<file path="config.mk">
export PLATFORM = sky130hd
export DESIGN_NAME = txt_row_recirc
export DESIGN_NICKNAME = d
export VERILOG_FILES = /design/src/rtl/txt_row_pkg.sv /design/src/rtl/fetch_route.sv /design/src/rtl/recirc_line.sv /design/src/rtl/disp_stage.sv /design/src/rtl/txt_row_recirc.sv
export SDC_FILE = /design/constraint.sdc
export NUM_CORES = 1
export LEC_CHECK = 0
export BUFFER_PORTS_ARGS = -buffer_cell sky130_fd_sc_hd__buf_2
export CAP_MARGIN = 20
export CELL_PAD_IN_SITES_DETAIL_PLACEMENT = 1
export CELL_PAD_IN_SITES_GLOBAL_PLACEMENT = 1
export CORE_MARGIN = 1.5
export CORE_UTILIZATION = 58
export CTS_CLUSTER_DIAMETER = 40
export CTS_CLUSTER_SIZE = 40
export DETAILED_ROUTE_END_ITERATION = 16
export HOLD_SLACK_MARGIN = 0.1
export PLACE_DENSITY = 0.95
export SLEW_MARGIN = 10
export SYNTH_ARGS = -nofsm -noshare
export SYNTH_HDL_FRONTEND = slang
export SYNTH_SLANG_ARGS = --single-unit
</file>
<file path="constraint.sdc">
create_clock -name clk -period 17.3 [get_ports clk]
set_clock_uncertainty 0.05 [all_clocks]
set_input_delay 0.865 -clock clk [delete_from_list [all_inputs] [get_ports clk]]
set_output_delay 0.865 -clock clk [all_outputs]
set_load 0.01 [all_outputs]
</file>
<file path="src/rtl/txt_row_pkg.sv">
package txt_row_pkg;
  typedef enum logic {SEL_CODE = 1'b0, SEL_ATTR = 1'b1} fetch_tgt_e;
  typedef enum logic {LINE_FIRST = 1'b0, LINE_SECOND = 1'b1} pair_pos_e;
  localparam int unsigned LANES = 2;
  localparam int unsigned LANE_CODE = 0;
  localparam int unsigned LANE_ATTR = 1;
endpackage

</file>
<file path="src/rtl/fetch_route.sv">
module fetch_route
  import txt_row_pkg::*;
(
  input  logic clk,
  input  logic rst,
  input  logic shift_en,
  input  logic fetch_valid,
  input  logic fetch_sel,
  input  logic pair_second,
  output logic wr_code,
  output logic wr_attr
);
  fetch_tgt_e tgt;
  pair_pos_e  pos;

  always_comb begin
    tgt = fetch_tgt_e'(fetch_sel);
    pos = pair_pos_e'(pair_second);
    wr_code = shift_en && fetch_valid && (tgt == SEL_CODE) && (pos == LINE_FIRST);
    wr_attr = shift_en && fetch_valid && (tgt == SEL_ATTR) && (pos == LINE_SECOND);
  end

  AST_ONE_TARGET: assert property (@(posedge clk) disable iff (rst) !(wr_code && wr_attr));
  AST_NO_CODE_ON_SECOND: assert property (@(posedge clk) disable iff (rst) pair_second |-> !wr_code);
  AST_NO_ATTR_ON_FIRST: assert property (@(posedge clk) disable iff (rst) !pair_second |-> !wr_attr);
endmodule

</file>
<file path="src/rtl/recirc_line.sv">
module recirc_line #(
  parameter int unsigned CELLS = 40,
  parameter int unsigned W     = 8
) (
  input  logic         clk,
  input  logic         rst,
  input  logic         shift_en,
  input  logic         wr_en,
  input  logic [W-1:0] wr_data,
  output logic [W-1:0] tap
);
  localparam int unsigned LAST = CELLS - 1;

  logic [W-1:0] stg [CELLS];

  always_ff @(posedge clk) begin
    if (rst) begin
      for (int i = 0; i < CELLS; i++) stg[i] <= '0;
    end else if (shift_en) begin
      stg[0] <= wr_en ? wr_data : stg[LAST];
      for (int i = 1; i < CELLS; i++) stg[i] <= stg[i-1];
    end
  end

  assign tap = stg[LAST];

  AST_RECIRC_KEEP: assert property (@(posedge clk) disable iff (rst)
    (shift_en && !wr_en) |=> stg[0] == $past(tap));
  AST_FETCH_INSERT: assert property (@(posedge clk) disable iff (rst)
    (shift_en && wr_en) |=> stg[0] == $past(wr_data));
  AST_IDLE_FREEZE: assert property (@(posedge clk) disable iff (rst)
    !shift_en |=> $stable(tap));
endmodule

</file>
<file path="src/rtl/disp_stage.sv">
module disp_stage #(
  parameter int unsigned W = 8
) (
  input  logic         clk,
  input  logic         rst,
  input  logic         shift_en,
  input  logic         attr_fresh,
  input  logic [W-1:0] fresh_data,
  input  logic [W-1:0] code_tap,
  input  logic [W-1:0] attr_tap,
  output logic [W-1:0] cur_code,
  output logic [W-1:0] cur_attr
);
  always_ff @(posedge clk) begin
    if (rst) begin
      cur_code <= '0;
      cur_attr <= '0;
    end else if (shift_en) begin
      cur_code <= code_tap;
      cur_attr <= attr_fresh ? fresh_data : attr_tap;
    end
  end

  AST_HOLD_IDLE: assert property (@(posedge clk) disable iff (rst)
    !shift_en |=> ($stable(cur_code) && $stable(cur_attr)));
endmodule

</file>
<file path="src/rtl/txt_row_recirc.sv">
module txt_row_recirc
  import txt_row_pkg::*;
#(
  parameter int unsigned CELLS = 40,
  parameter int unsigned W     = 8
) (
  input  logic         clk,
  input  logic         rst,
  input  logic         shift_en,
  input  logic         fetch_valid,
  input  logic         fetch_sel,
  input  logic         pair_second,
  input  logic [W-1:0] fetch_data,
  output logic [W-1:0] cur_code,
  output logic [W-1:0] cur_attr
);
  logic         wr_code, wr_attr;
  logic         lane_wr  [LANES];
  logic [W-1:0] lane_tap [LANES];

  fetch_route u_route (
    .clk(clk), .rst(rst), .shift_en(shift_en), .fetch_valid(fetch_valid),
    .fetch_sel(fetch_sel), .pair_second(pair_second),
    .wr_code(wr_code), .wr_attr(wr_attr)
  );

  assign lane_wr[LANE_CODE] = wr_code;
  assign lane_wr[LANE_ATTR] = wr_attr;

  for (genvar g = 0; g < LANES; g++) begin : g_lane
    recirc_line #(.CELLS(CELLS), .W(W)) u_line (
      .clk(clk), .rst(rst), .shift_en(shift_en), .wr_en(lane_wr[g]),
      .wr_data(fetch_data), .tap(lane_tap[g])
    );
  end

  disp_stage #(.W(W)) u_disp (
    .clk(clk), .rst(rst), .shift_en(shift_en), .attr_fresh(wr_attr),
    .fresh_data(fetch_data), .code_tap(lane_tap[LANE_CODE]),
    .attr_tap(lane_tap[LANE_ATTR]), .cur_code(cur_code), .cur_attr(cur_attr)
  );

  AST_CODE_FROM_TAP: assert property (@(posedge clk) disable iff (rst)
    shift_en |=> cur_code == $past(lane_tap[LANE_CODE]));
  AST_ATTR_BYPASS: assert property (@(posedge clk) disable iff (rst)
    (shift_en && wr_attr) |=> cur_attr == $past(fetch_data));
  AST_ATTR_FROM_TAP: assert property (@(posedge clk) disable iff (rst)
    (shift_en && !wr_attr) |=> cur_attr == $past(lane_tap[LANE_ATTR]));
endmodule

</file>
== After elaboration in Yosys (flattened, before gate mapping) ==
Memories as Yosys holds them, arrays and structs flattened.
Index checks and enable logic that the tools add are counted.

* Register bits: 16
* Memory bits (writable): 640
* Input port bits: 14
* Output and inout bits: 16
* Word-level logic and storage cells: 178
* Memories: 2

{| class="wikitable"
|+ Memories
! memory !! depth !! bits a word !! rd ports !! clocked after Yosys merged registers in !! write ports !! line !! RTL
|-
| g_lane[0].u_line.stg || 40 || 8 || 40 || 0 || 40 || recirc_line.sv:14 || <nowiki>logic [W-1:0] stg [CELLS];</nowiki>
|-
| g_lane[1].u_line.stg || 40 || 8 || 40 || 0 || 40 || recirc_line.sv:14 ||
|}

* Muxes and demuxes: 87
* Bitwise operators: 82
* Reductions and logical operators: 5

{| class="wikitable"
|+ Operators with widths
! cell !! number
|-
| $mux 8 || 82
|-
| $or 1x1->1 || 80
|-
| $logic_and 1x1->1 || 5
|-
| $mux 1 || 5
|-
| $not 1->1 || 2
|}

== Logic depth before layout (Yosys ltp) ==
* Depth after elaboration: 5
* Depth in mapped cells: 6
* Gate-level depth less buffers: 3

== Hierarchy ==
From an unflattened synthesis, not the netlist that was laid out.

* Cell total of the unflattened synthesis: 1454
* Area, all modules: 24571.1 µm²

{| class="wikitable"
|+ By module, submodules not included
! module !! instances !! cells an instance !! area each (µm²)
|-
| recirc_line || 2 || 695 || 11940.2
|-
| disp_stage || 1 || 62 || 668.1
|-
| fetch_route || 1 || 2 || 22.5
|}

== Worst setup path before layout ==
Ideal clock, no wire load.

* Path type: in2reg
* Start point: input rst
* End point: memory g_lane[0].u_line.stg[0][0] (enable)
* Data arrival time: 8.840 ns
* Data required time: 16.504 ns
* Slack: 7.664 ns
* Stages on the path: 3
* Buffers on the path: 2
* Path through: buf_4 > buf_2 > or2_2

{| class="wikitable"
|+ RTL lines
! item !! line !! RTL
|-
| start, declared || txt_row_recirc.sv:8 || <nowiki>input logic rst,</nowiki>
|-
| end, declared || recirc_line.sv:14 ||
|}

==> results by stage <==
Place:
- The last weighted congestion value of the routability-driven placer is 0.8237.
- Once detailed placement completed, the half-perimeter wirelength came to 25.32 mm.
- The total placed instance area is 24830 um^2.
- The number of input and output port buffers inserted is 29.

Finish:
- The area growth from synthesis to layout is 11.74%.
- The filler cells instantiated in the layout total 3400.
- At the end of the flow, the number of nets in the layout was 1473.
- The post-layout utilization of the core is 66.16%.
- In the final layout, the share of cells above drive strength 1 is 10.52%.
- Leaving out fill and tap cells, the most frequent cells in the layout are sky130_fd_sc_hd__edfxtp_1, sky130_fd_sc_hd__and2_1, sky130_fd_sc_hd__nor2b_1, sky130_fd_sc_hd__clkbuf_16, sky130_fd_sc_hd__nor2_1.
- Leaving out fill and tap cells, the most frequent cell in the layout is sky130_fd_sc_hd__edfxtp_1.
- The number of antenna cells inserted is 0.
- With fillers left out, the area of the finished cells amounts to 27200 um^2.

Timing:
- Hold timing on the final database bottoms out at a slack of 460.4 ps.
- The worst path uses 22.33% of the clock period.
- The maximum clock rate is 258.8 MHz.
- Summed over all failing endpoints, the final setup total negative slack is 0 ps.
- The final count of pins violating max slew is 0.
- The transition time at the pin with the least slew margin is 1258 ps.
- For the finished layout, the period the worst path requires is 3864 ps.
- The worst slew margin relative to its limit is 16.15%.
- Setup repair after global routing left no endpoint under its margin.
- The total count of hold-check failures in the final report is 0.
- Setup violations remaining at the end of the flow were counted as 0.

Min path:
- For hold timing, the worst endpoint is g_lane[1].u_line.stg[0][27].
- In this run the most critical hold path is launched from g_lane[1].u_line.stg[0][19].
- The worst hold-check path type is reg -> reg.
- Along the worst hold path, the cell count comes to 1.

Power and ir drop:
- Power spread over the standard cell area amounts to 130.1 nW/um^2.
- The worst-case IR drop observed on VDD is 0.08974 mV.
- Summing internal, switching and leakage power gives 3.540 mW.
- For this design the static power due to leakage is 10.53 nW.

Critical path:
- The endpoint class of the critical path is a flip-flop.
- In this run the critical register-to-register path is captured at g_lane[0].u_line.stg[0][0].
- The worst register-to-register path begins at g_lane[0].u_line.stg[0][312].
- The data arrival time of the critical path is 4240 ps.
- The worst register-to-register path has a setup slack of 15980 ps.
- The required time of the critical path is 17680 ps.
- The critical path is of the in -> reg type.
- The number of cell instances on the worst register-to-register path is 2.
- Along the worst path, the maximum fanout reaches 163.
- STA classifies the critical path startpoint as a primary input.

Synth:
- The total standard cell area after synthesis is 24340 um^2.
- The net count of the mapped netlist is 1440.
- The flop and latch count out of synthesis is 656.
- The post-synthesis sequential area ratio is 80.27%.
- The average instance area after synthesis is 17.07 um^2.
- The Yosys step of the flow raised 0 warnings.
- The count of distinct cell types in the synthesized netlist is 18.
- The number of instances in the synthesized netlist is 1426.

Flow run:
- The number of max-cap violations is 0.

Floorplan:
- After floorplanning, the core was divided into 74 placement rows.
- For this configuration, the core starts out at a cell density of 59.21%.
- In this run the count of I/O pins placed on the die edge is 30.
- The core area is 41110 um^2.
- The chip height is 207.9 um.
- The die footprint is 43210 um^2.
- The horizontal extent of the die is 207.9 um.

Detailed routing:
- The number of detailed-routing iterations run before antenna repair is 5.
- The number of vias per cell after detailed routing is 5.382.
- Once detail routing completed, the nets flagged for antenna violations numbered 0.
- Across all layers, the routed design uses 11000 vias.
- The detailed router's first-iteration violation count is 1051.
- After detailed routing, the average wire length per cell comes to 25.87 um.
- The routed design has 52.87 mm of wire.
- In the routed design, unresolved DRC markers number 0.

Run status:
- The run finished with clean final reports.

CTS:
- The maximum level of the CTS H-tree is 3.
- The root buffer cell is sky130_fd_sc_hd__clkbuf_16.
- The TritonCTS sink count is 656.
- The maximum buffer depth of the clock tree is 3.
- After clock tree synthesis, the clock-pin slew on the worst setup and hold paths is 70 ps.
- The number of buffers added to fix hold violations after cts is 0.
- The total of cells resized after clock tree synthesis is 0.
- The post-CTS setup repair buffer count is 0.
- The clock latency on the worst-skew pair is 610 ps.
- TritonCTS built the clock tree.
- The number of clock buffers added by TritonCTS is 68.

Global routing:
- The number of antenna violations at the first check in global routing is 1.
- The wire length of the first global-routing pass is 77.54 mm.
- The via count of the first global-routing pass came to 12040.
- The remaining global-route overflow is 0.
- The largest net degree at the start of global routing is 228.
- The total routing usage reported by global routing is 24.86%.
[worst max path at each step]
stage                        start                            to  slack, ps  depth (start not counted)
after floorplan                rst    g_lane[0].u_line.stg[0][0]       7660                          3
after global placement         rst  g_lane[1].u_line.stg[0][128]      12620                          4
after detailed placement       rst   g_lane[0].u_line.stg[0][43]      12470                          4
after CTS                      rst  g_lane[1].u_line.stg[0][128]      13110                          4
after global routing      shift_en   g_lane[0].u_line.stg[0][59]      13060                          6
final                     shift_en   g_lane[0].u_line.stg[0][59]      13440                          6
[flip-flops by register name, summed over array words and instances, names as in the netlist]
name / flops
g_lane.u_line.stg: 640
u_disp.cur_attr: 8
u_disp.cur_code: 8
[metrics by stage]
stage	worst slack (ps)	cells
after global placement	12620	1918
final	13440	2044
after global routing	13060	2044
after detailed placement	12470	1918
after CTS	13110	2041
after floorplan	7664	1426
[metal layers]
| layer | up-vias | GRT usage (%) | routed length (um) |
|---|---|---|---|
| li1 | 5032 | - | - |
| met1 | 5566 | 28.92 | 19500 |
| met2 | 293 | 46.39 | 29560 |
| met3 | 110 | 3.676 | 1950 |
| met4 | 0 | 9.439 | 1857 |
| met5 | - | 0 | 0 |
[cell usage after synthesis]
| cell type | number | area (um^2) |
|---|---|---|
| sky130_fd_sc_hd__edfxtp_1 | 640 | 19220 |
| sky130_fd_sc_hd__nor2b_1 | 91 | 569.3 |
| sky130_fd_sc_hd__nor4bb_1 | 1 | 10.01 |
| sky130_fd_sc_hd__nand4_2 | 1 | 12.51 |
| sky130_fd_sc_hd__mux2i_1 | 24 | 240.2 |
| sky130_fd_sc_hd__nand2b_1 | 1 | 6.260 |
| sky130_fd_sc_hd__buf_4 | 3 | 22.52 |
| sky130_fd_sc_hd__and2_1 | 528 | 3303 |
| sky130_fd_sc_hd__clkbuf_2 | 52 | 260.3 |
| sky130_fd_sc_hd__buf_2 | 4 | 20.02 |
| sky130_fd_sc_hd__a211oi_1 | 8 | 60.06 |
| sky130_fd_sc_hd__nor2b_4 | 1 | 13.76 |
| sky130_fd_sc_hd__dfxtp_1 | 16 | 320.3 |
| sky130_fd_sc_hd__buf_6 | 7 | 78.83 |
| sky130_fd_sc_hd__clkbuf_1 | 11 | 41.29 |
| sky130_fd_sc_hd__nor2_1 | 32 | 120.1 |
| sky130_fd_sc_hd__or2_2 | 1 | 6.260 |
| sky130_fd_sc_hd__and2b_1 | 5 | 37.54 |
[worst max-delay path, cell delays in order]
cell	delay (ps)
sky130_fd_sc_hd__buf_2	490
sky130_fd_sc_hd__nor2b_4	270
sky130_fd_sc_hd__buf_6	660
sky130_fd_sc_hd__buf_4	810
sky130_fd_sc_hd__buf_4	750
sky130_fd_sc_hd__and2_1	290
[logic make-up (layout without fill, tap and decap cells)]
family / after synthesis / after routing / share of synthesized area (%)
compound gates: 8 / 8 / 0.2467
buf+inv: 77 / 163 / 1.737
flops: 656 / 656 / 80.27
mux: 24 / 24 / 0.9869
simple gates: 661 / 661 / 16.76
[final cells by class]
class / instances / area [um^2] / share of cell area, %
tap: 532 / 665.6 / 2.447
multi-input combinational: 693 / 4388 / 16.13
clock inverter: 48 / 473.0 / 1.739
sequential: 656 / 19540 / 71.84
clock buffer: 75 / 1834 / 6.744
timing repair buffer: 40 / 299.0 / 1.099
[power by group]
part           switching, mW  total (mW)  internal (mW)  leakage, nW
Clock                  0.677        1.54          0.860         1.12
Combinational         0.0760       0.109         0.0328         2.19
Sequential            0.0433        1.89           1.85         7.22
Total                  0.797        3.54           2.74         10.5
Power figures use the tool's default switching activity.
